[src/rtl/sheg_pkg.sv]
package sheg_pkg;
  typedef enum logic [1:0] {
    LVL_ZERO = 2'd0,
    LVL_POS  = 2'd1,
    LVL_NEG  = 2'd2
  } level_e;

  // Gate vectors ordered {leg1_hi, leg1_lo, leg2_hi, leg2_lo}
  localparam logic [3:0] GATES_POS  = 4'b1001;
  localparam logic [3:0] GATES_NEG  = 4'b0110;
  localparam logic [3:0] GATES_ZTOP = 4'b1010;
  localparam logic [3:0] GATES_ZBOT = 4'b0101;
endpackage

[src/rtl/sheg_phase_acc.sv]
module sheg_phase_acc #(
  parameter int PHASE_W = 16
) (
  input  logic               clk,
  input  logic               rst_n,
  input  logic [PHASE_W-1:0] freq,
  output logic [PHASE_W-1:0] phase,
  output logic               wrap
);
  logic [PHASE_W:0] sum;

  assign sum  = {1'b0, phase} + {1'b0, freq};
  assign wrap = sum[PHASE_W];  // carry marks the start of a new period

  always_ff @(posedge clk or negedge rst_n) begin
    if (!rst_n) phase <= '0;
    else        phase <= sum[PHASE_W-1:0];
  end
endmodule

[src/rtl/sheg_angle_table.sv]
module sheg_angle_table #(
  parameter int PHASE_W = 16,
  parameter int N_ANG   = 5
) (
  input  logic                            clk,
  input  logic                            rst_n,
  input  logic                            ld_valid,
  output logic                            ld_ready,
  input  logic [PHASE_W-1:0]              ld_angle,
  input  logic                            ld_last,
  input  logic                            wrap,
  output logic                            tbl_err,
  output logic                            pending,
  output logic                            act_valid,
  output logic [N_ANG-1:0][PHASE_W-1:0]   active
);
  localparam int               IDX_W    = $clog2(N_ANG + 1);
  localparam logic [PHASE_W-1:0] QTR    = PHASE_W'(1) << (PHASE_W - 2);
  localparam logic [IDX_W-1:0] LAST_IDX = IDX_W'(N_ANG - 1);
  localparam logic [IDX_W-1:0] FULL_IDX = IDX_W'(N_ANG);

  logic [N_ANG-1:0][PHASE_W-1:0] shadow, shadow_nx;
  logic [IDX_W-1:0]              widx;
  logic                          ovf;
  logic [N_ANG-1:0]              ok_k;
  logic                          accept, good;

  assign ld_ready = !pending;
  assign accept   = ld_valid && ld_ready;

  always_comb begin
    shadow_nx = shadow;
    for (int k = 0; k < N_ANG; k++) begin
      if (accept && widx == IDX_W'(k)) shadow_nx[k] = ld_angle;
    end
  end

  // Ordering and range check over the table as it stands after this beat
  for (genvar k = 0; k < N_ANG; k++) begin : g_ord
    if (k == 0) begin : g_first
      assign ok_k[k] = shadow_nx[k] < QTR;
    end else begin : g_rest
      assign ok_k[k] = (shadow_nx[k] < QTR) && (shadow_nx[k-1] < shadow_nx[k]);
    end
  end

  assign good = (&ok_k) && !ovf && (widx == LAST_IDX);

  always_ff @(posedge clk or negedge rst_n) begin
    if (!rst_n) begin
      shadow    <= '0;
      active    <= '0;
      widx      <= '0;
      ovf       <= 1'b0;
      pending   <= 1'b0;
      act_valid <= 1'b0;
      tbl_err   <= 1'b0;
    end else begin
      if (wrap && pending) begin
        active    <= shadow;
        act_valid <= 1'b1;
        pending   <= 1'b0;
      end
      if (accept) begin
        shadow <= shadow_nx;
        if (ld_last) begin
          widx <= '0;
          ovf  <= 1'b0;
          if (good) begin
            pending <= 1'b1;
            tbl_err <= 1'b0;
          end else begin
            tbl_err <= 1'b1;
          end
        end else if (widx == FULL_IDX) begin
          ovf <= 1'b1;
        end else begin
          widx <= widx + 1'b1;
        end
      end
    end
  end
endmodule

[src/rtl/sheg_level.sv]
module sheg_level
  import sheg_pkg::*;
#(
  parameter int PHASE_W = 16,
  parameter int N_ANG   = 5
) (
  input  logic [PHASE_W-1:0]            phase,
  input  logic                          act_valid,
  input  logic [N_ANG-1:0][PHASE_W-1:0] active,
  output level_e                        level
);
  localparam logic [PHASE_W-1:0] QTR = PHASE_W'(1) << (PHASE_W - 2);

  logic [PHASE_W-1:0] off, pos;
  logic [N_ANG-1:0]   hits;

  assign off = {2'b00, phase[PHASE_W-3:0]};
  // Odd quarters run the stored points backwards from the quarter edge
  assign pos = phase[PHASE_W-2] ? (QTR - off) : off;

  for (genvar k = 0; k < N_ANG; k++) begin : g_cmp
    assign hits[k] = active[k] <= pos;
  end

  always_comb begin
    if (!act_valid || !(^hits)) level = LVL_ZERO;
    else if (phase[PHASE_W-1])  level = LVL_NEG;
    else                        level = LVL_POS;
  end
endmodule

[src/rtl/sheg_gate_map.sv]
module sheg_gate_map
  import sheg_pkg::*;
(
  input  logic       clk,
  input  logic       rst_n,
  input  level_e     level,
  output logic [3:0] gates
);
  level_e     lvl_q;
  logic       zsel_q, zsel_nx;
  logic [3:0] gates_nx;

  // Flip the zero-state choice on every entry into a zero interval
  assign zsel_nx = (level == LVL_ZERO && lvl_q != LVL_ZERO) ? ~zsel_q : zsel_q;

  always_comb begin
    case (level)
      LVL_POS: gates_nx = GATES_POS;
      LVL_NEG: gates_nx = GATES_NEG;
      default: gates_nx = zsel_nx ? GATES_ZTOP : GATES_ZBOT;
    endcase
  end

  always_ff @(posedge clk or negedge rst_n) begin
    if (!rst_n) begin
      lvl_q  <= LVL_ZERO;
      zsel_q <= 1'b0;
      gates  <= GATES_ZBOT;
    end else begin
      lvl_q  <= level;
      zsel_q <= zsel_nx;
      gates  <= gates_nx;
    end
  end
endmodule

[src/rtl/sheg_gate_gen.sv]
module sheg_gate_gen
  import sheg_pkg::*;
#(
  parameter int PHASE_W = 16,
  parameter int N_ANG   = 5
) (
  input  logic               clk,
  input  logic               rst_n,
  input  logic [PHASE_W-1:0] freq_i,
  input  logic               ld_valid_i,
  output logic               ld_ready_o,
  input  logic [PHASE_W-1:0] ld_angle_i,
  input  logic               ld_last_i,
  output logic               tbl_err_o,
  output logic               leg1_hi_o,
  output logic               leg1_lo_o,
  output logic               leg2_hi_o,
  output logic               leg2_lo_o
);
  logic [PHASE_W-1:0]            phase;
  logic                          wrap;
  logic                          pending;
  logic                          act_valid;
  logic [N_ANG-1:0][PHASE_W-1:0] active_tbl;
  level_e                        level;
  logic [3:0]                    gates;

  sheg_phase_acc #(.PHASE_W(PHASE_W)) u_acc (
    .clk   (clk),
    .rst_n (rst_n),
    .freq  (freq_i),
    .phase (phase),
    .wrap  (wrap)
  );

  sheg_angle_table #(.PHASE_W(PHASE_W), .N_ANG(N_ANG)) u_tbl (
    .clk       (clk),
    .rst_n     (rst_n),
    .ld_valid  (ld_valid_i),
    .ld_ready  (ld_ready_o),
    .ld_angle  (ld_angle_i),
    .ld_last   (ld_last_i),
    .wrap      (wrap),
    .tbl_err   (tbl_err_o),
    .pending   (pending),
    .act_valid (act_valid),
    .active    (active_tbl)
  );

  sheg_level #(.PHASE_W(PHASE_W), .N_ANG(N_ANG)) u_lvl (
    .phase     (phase),
    .act_valid (act_valid),
    .active    (active_tbl),
    .level     (level)
  );

  sheg_gate_map u_map (
    .clk   (clk),
    .rst_n (rst_n),
    .level (level),
    .gates (gates)
  );

  assign {leg1_hi_o, leg1_lo_o, leg2_hi_o, leg2_lo_o} = gates;
endmodule

[config.mk]
export PLATFORM = sky130hd
export DESIGN_NAME = sheg_gate_gen
export DESIGN_NICKNAME = d
export VERILOG_FILES = /design/src/rtl/sheg_pkg.sv /design/src/rtl/sheg_phase_acc.sv /design/src/rtl/sheg_angle_table.sv /design/src/rtl/sheg_level.sv /design/src/rtl/sheg_gate_map.sv /design/src/rtl/sheg_gate_gen.sv
export SDC_FILE = /design/constraint.sdc
export NUM_CORES = 1
export LEC_CHECK = 0
export ABC_AREA = 1
export BUFFER_PORTS_ARGS = -buffer_cell sky130_fd_sc_hd__buf_2
export CAP_MARGIN = 20
export CORE_ASPECT_RATIO = 1.1
export CORE_MARGIN = 4
export CORE_UTILIZATION = 45
export DETAILED_ROUTE_END_ITERATION = 10
export GPL_TIMING_DRIVEN = 0
export PLACE_DENSITY = 0.66
export SLEW_MARGIN = 30
export SYNTH_ARGS = -nofsm -noshare
export SYNTH_HDL_FRONTEND = slang
export SYNTH_HIERARCHICAL = 1
export SYNTH_SLANG_ARGS = --single-unit
export TNS_END_PERCENT = 100
[constraint.sdc]
create_clock -name clk -period 4.8 [get_ports clk]
set_input_delay 0.48 -clock clk [delete_from_list [all_inputs] [get_ports clk]]
set_output_delay 0.48 -clock clk [all_outputs]
set_load 0.03 [all_outputs]
==> key figures <==
Layout
  – Fraction of layout cells with a size suffix above 1: 0.109
  – Fillers: 2566
  – Register Area: 4760 sq um
  – Design Area, Final: 13600 sq um
  – # nets final: 1768
  – Multi-input logic area: 6260 sq um
  – ANT cells: 0
  – Syn-to-layout area delta: 11.3%

Power and ir drop
  – Pleak: 7.44 nW
  – Worst VDD drop: 0.288 mV
  – Power Density: 700 nW/um^2

Place
  – Number of port buffers: 41
  – Area post-placement: 12900 sq um
  – Gpl congestion: 0.886
  – Detail Placement HPWL: 24.8 mm

STA
  – Final setup violation count: 0
  – Clock skew: 0.0147 ns
  – Fmax: 0.228 GHz
  – Final Slew Violations: 0
  – Final TNS setup: 0 ns
  – RSZ-0062 raised after global routing: no
  – Slew HR: 0.479
  – Slew @ Worst Pin: 0.782 ns
  – Final Hold Vio Count: 0
  – Part of the cycle the worst path needs: 0.915
  – Period minus WS final: 4.39 ns

Clock tree
  – TritonCTS Sinks: 190
  – Number of buffers created by CTS: 17
  – CTS tree: yes
  – Post-CTS setup buffers: 0
  – Clock Root Buffer: clkbuf_16
  – Clock Tree Buf Depth: 2
  – Clk pin slew, worst setup/hold paths: 0.07 ns
  – H-Tree Level Count: 4
  – Clock latency at the later pin of the worst-skew pair: 0.44 ns

Synthesis
  – Mapped Nets: 1705
  – Syn avg cell area: 8.04 sq um
  – Post-Syn Instances: 1516
  – Sequential share of the synthesized area: 0.390
  – Most frequent cell after synthesis: nand2_1
  – Number of synthesized flops with an enable pin: 0
  – Synth cell types: 45
  – Main synth FF type: dfrtp_1
  – Async set-reset flop share out of synthesis: 1.00
  – Synth area leader: dfrtp_1
  – Top cells by count, synth: 352 x nand2_1, 266 x inv_1, 188 x dfrtp_1
  – Synth Cell Area: 12200 sq um
  – Synth warn: 6
  – Dominant cells by area after synthesis: dfrtp_1 39%, ha_1 16%, nand2_1 11%
  – #FFs+latches synth: 190
  – Share of the synthesized area in the top cell type: 0.386

Die
  – Initial core utilization: 0.462
  – Die area: 29800 sq um
  – Die span in y: 181 um
  – Die Width: 165 um
  – Std-Cell Rows: 62
  – Ports: 42
  – Area of the core: 26400 sq um

Routing
  – Final wirelength: 31.9 mm
  – Post-DR wirelength/cell: 16.4 um
  – Initial DRC count: 663
  – Residual DRC: 0
  – Post-DR vias/cell: 5.17
  – TritonRoute pass-1 iters: 5
  – Vias: 10045
  – Number of nets with antenna violations after routing: 0

Run
  – Number of max-cap violations: 0

Critical path
  – CP Capture Type: register
  – Crit Path Class: register to register
  – WP data arrival: 4.71 ns
  – Flop2flop setup slack: 0.41 ns
  – Worst EP required: 5.12 ns
  – R2R Path Start: u_acc/phase[0]$_DFF_PN0_
  – R2R cell count: 27
  – Worst r2r dst: u_map/gates[3]$_DFF_PN0_
  – CP max FO: 7
  – CP Launch Type: register

Global routing
  – Largest net degree at the start of global routing: 77
  – Overall Global Routing Usage: 0.219
  – Remaining Overflow, GRT: 0
  – Global-route wire length before repair: 51.0 mm
  – Initial antenna violation count: 0
  – Vias in the first global route: 9860

Hold path
  – Hold EP: u_acc/phase[0]$_DFF_PN0_
  – Hold Path Stages: 2
  – Worst hold start: freq_i[0]
  – Min-Delay Path Class: input pin to register

Status
  – Outcome: complete, no violations
[routing by layer]
| layer | share of wire | track usage | up-vias |
|---|---|---|---|
| met5 | 0 | 0 | - |
| met4 | 0.024 | 0.0636 | 0 |
| met2 | 0.48 | 0.367 | 223 |
| met1 | 0.46 | 0.294 | 4770 |
| li1 | - | - | 4997 |
| met3 | 0.040 | 0.0311 | 55 |
[registers in the layout, summed over array words and instances (netlist names)]
| register | cells |
|---|---|
| u_tbl/tbl_err | 1 |
| u_map/zsel_q | 1 |
| u_map/gates | 4 |
| u_acc/phase | 16 |
| u_tbl/shadow | 80 |
| u_tbl/widx | 3 |
| u_tbl/pending | 1 |
| u_map/lvl_q | 2 |
| u_tbl/act_valid | 1 |
| u_tbl/ovf | 1 |
| u_tbl/active | 80 |
[through the flow]
step	util	worst slack [ns]	hold slack, ns	cells	total power [W]
3_3_place_gp	0.486	-0.0516	0.467	1909	0.00757
2_1_floorplan	-	1.32	0.184	1516	0.00637
3_5_place_dp	0.489	0.427	0.400	1911	0.00780
5_1_grt	0.514	0.0512	0.269	1944	0.0105
4_1_cts	0.514	0.387	0.248	1944	0.00947
6_report	0.514	0.409	0.269	1944	0.00949
[cell type report]
| class | instances | share of cell area |
|---|---|---|
| inverters | 279 | 0.0772 |
| clock inverters | 15 | 0.0169 |
| repair buffers | 44 | 0.0207 |
| flip-flops and latches | 190 | 0.351 |
| clock buffers | 17 | 0.0314 |
| multi-input cells | 1016 | 0.461 |
| well taps | 352 | 0.0325 |
| plain buffers | 31 | 0.00941 |
[timing repair]
action,CTS,global route
resized for setup,0,1
hold endpoints to repair,42,0
setup endpoints to repair,0,4
hold buffers,1,0
[power breakdown]
| group | internal [W] | switching, W |
|---|---|---|
| sequential | 0.00225 | 0.000426 |
| combinational | 0.00188 | 0.00334 |
| clock | 0.000936 | 0.000668 |
[logic make-up (layout without fill, tap and decap cells)]
kind of cell,Yosys count,after routing,share of synthesized area
flip-flops,190,190,0.390
multiplexers,39,39,0.0360
XOR/XNOR,18,18,0.0129
AND/OR/NAND/NOR,557,557,0.197
adder cells (fa/ha/maj),153,153,0.158
buffers and inverters,310,386,0.0964
AO/OA/AOI/OAI,249,249,0.110
[how the worst max path moves through the flow]
stage               cells past startpoint                           end                      from  slack [ns]
finish                                 27      u_map/gates[3]$_DFF_PN0_  u_acc/phase[0]$_DFF_PN0_        0.41
global route                           30      u_map/gates[3]$_DFF_PN0_  u_acc/phase[0]$_DFF_PN0_        0.05
CTS                                    25      u_map/gates[3]$_DFF_PN0_  u_acc/phase[0]$_DFF_PN0_        0.39
detailed placement                     25      u_map/gates[3]$_DFF_PN0_  u_acc/phase[0]$_DFF_PN0_        0.43
global placement                        1  u_tbl/shadow[44]$_DFFE_PN0P_                     rst_n       -0.05
floorplan                              24      u_map/gates[1]$_DFF_PN0_  u_acc/phase[0]$_DFF_PN0_        1.32
[critical path, cell delays in order (launching register included)]
cell	delay [ns]
dfrtp_1	0.54
inv_1	0.17
nand3_1	0.10
nor2_1	0.11
a31oi_1	0.13
a21oi_1	0.29
inv_1	0.07
nor2_1	0.12
xor2_1	0.16
inv_1	0.18
ha_1	0.36
nand4_1	0.14
nor2_1	0.12
nand4_1	0.20
nand3b_1	0.29
nand2_2	0.13
nor2_1	0.06
nor2_2	0.11
inv_1	0.05
nand2_1	0.07
nand3_2	0.07
nor2_1	0.17
inv_1	0.09
ha_1	0.24
o21ai_1	0.12
nand2_1	0.07
nand3_1	0.09
nand2_1	0.06
[placed cells by master (no fill, tap or decap), types with 5 or more instances in the layout]
master	n
nand4_1	17
nand3_1	55
buf_2	43
inv_6	5
dfrtp_1	188
o21bai_1	10
nor2_1	75
inv_1	266
nand3_2	6
o21ai_1	8
nand2_1	352
nand2_2	17
clkbuf_1	23
nand3b_1	6
inv_2	12
ha_1	152
o21ai_0	157
mux2_2	39
o21a_1	6
bufinv_16	5
a21oi_1	51
xor2_1	16
clkbuf_16	17
nor3_1	9
No activity file was read; power rests on OpenSTA's default activity.
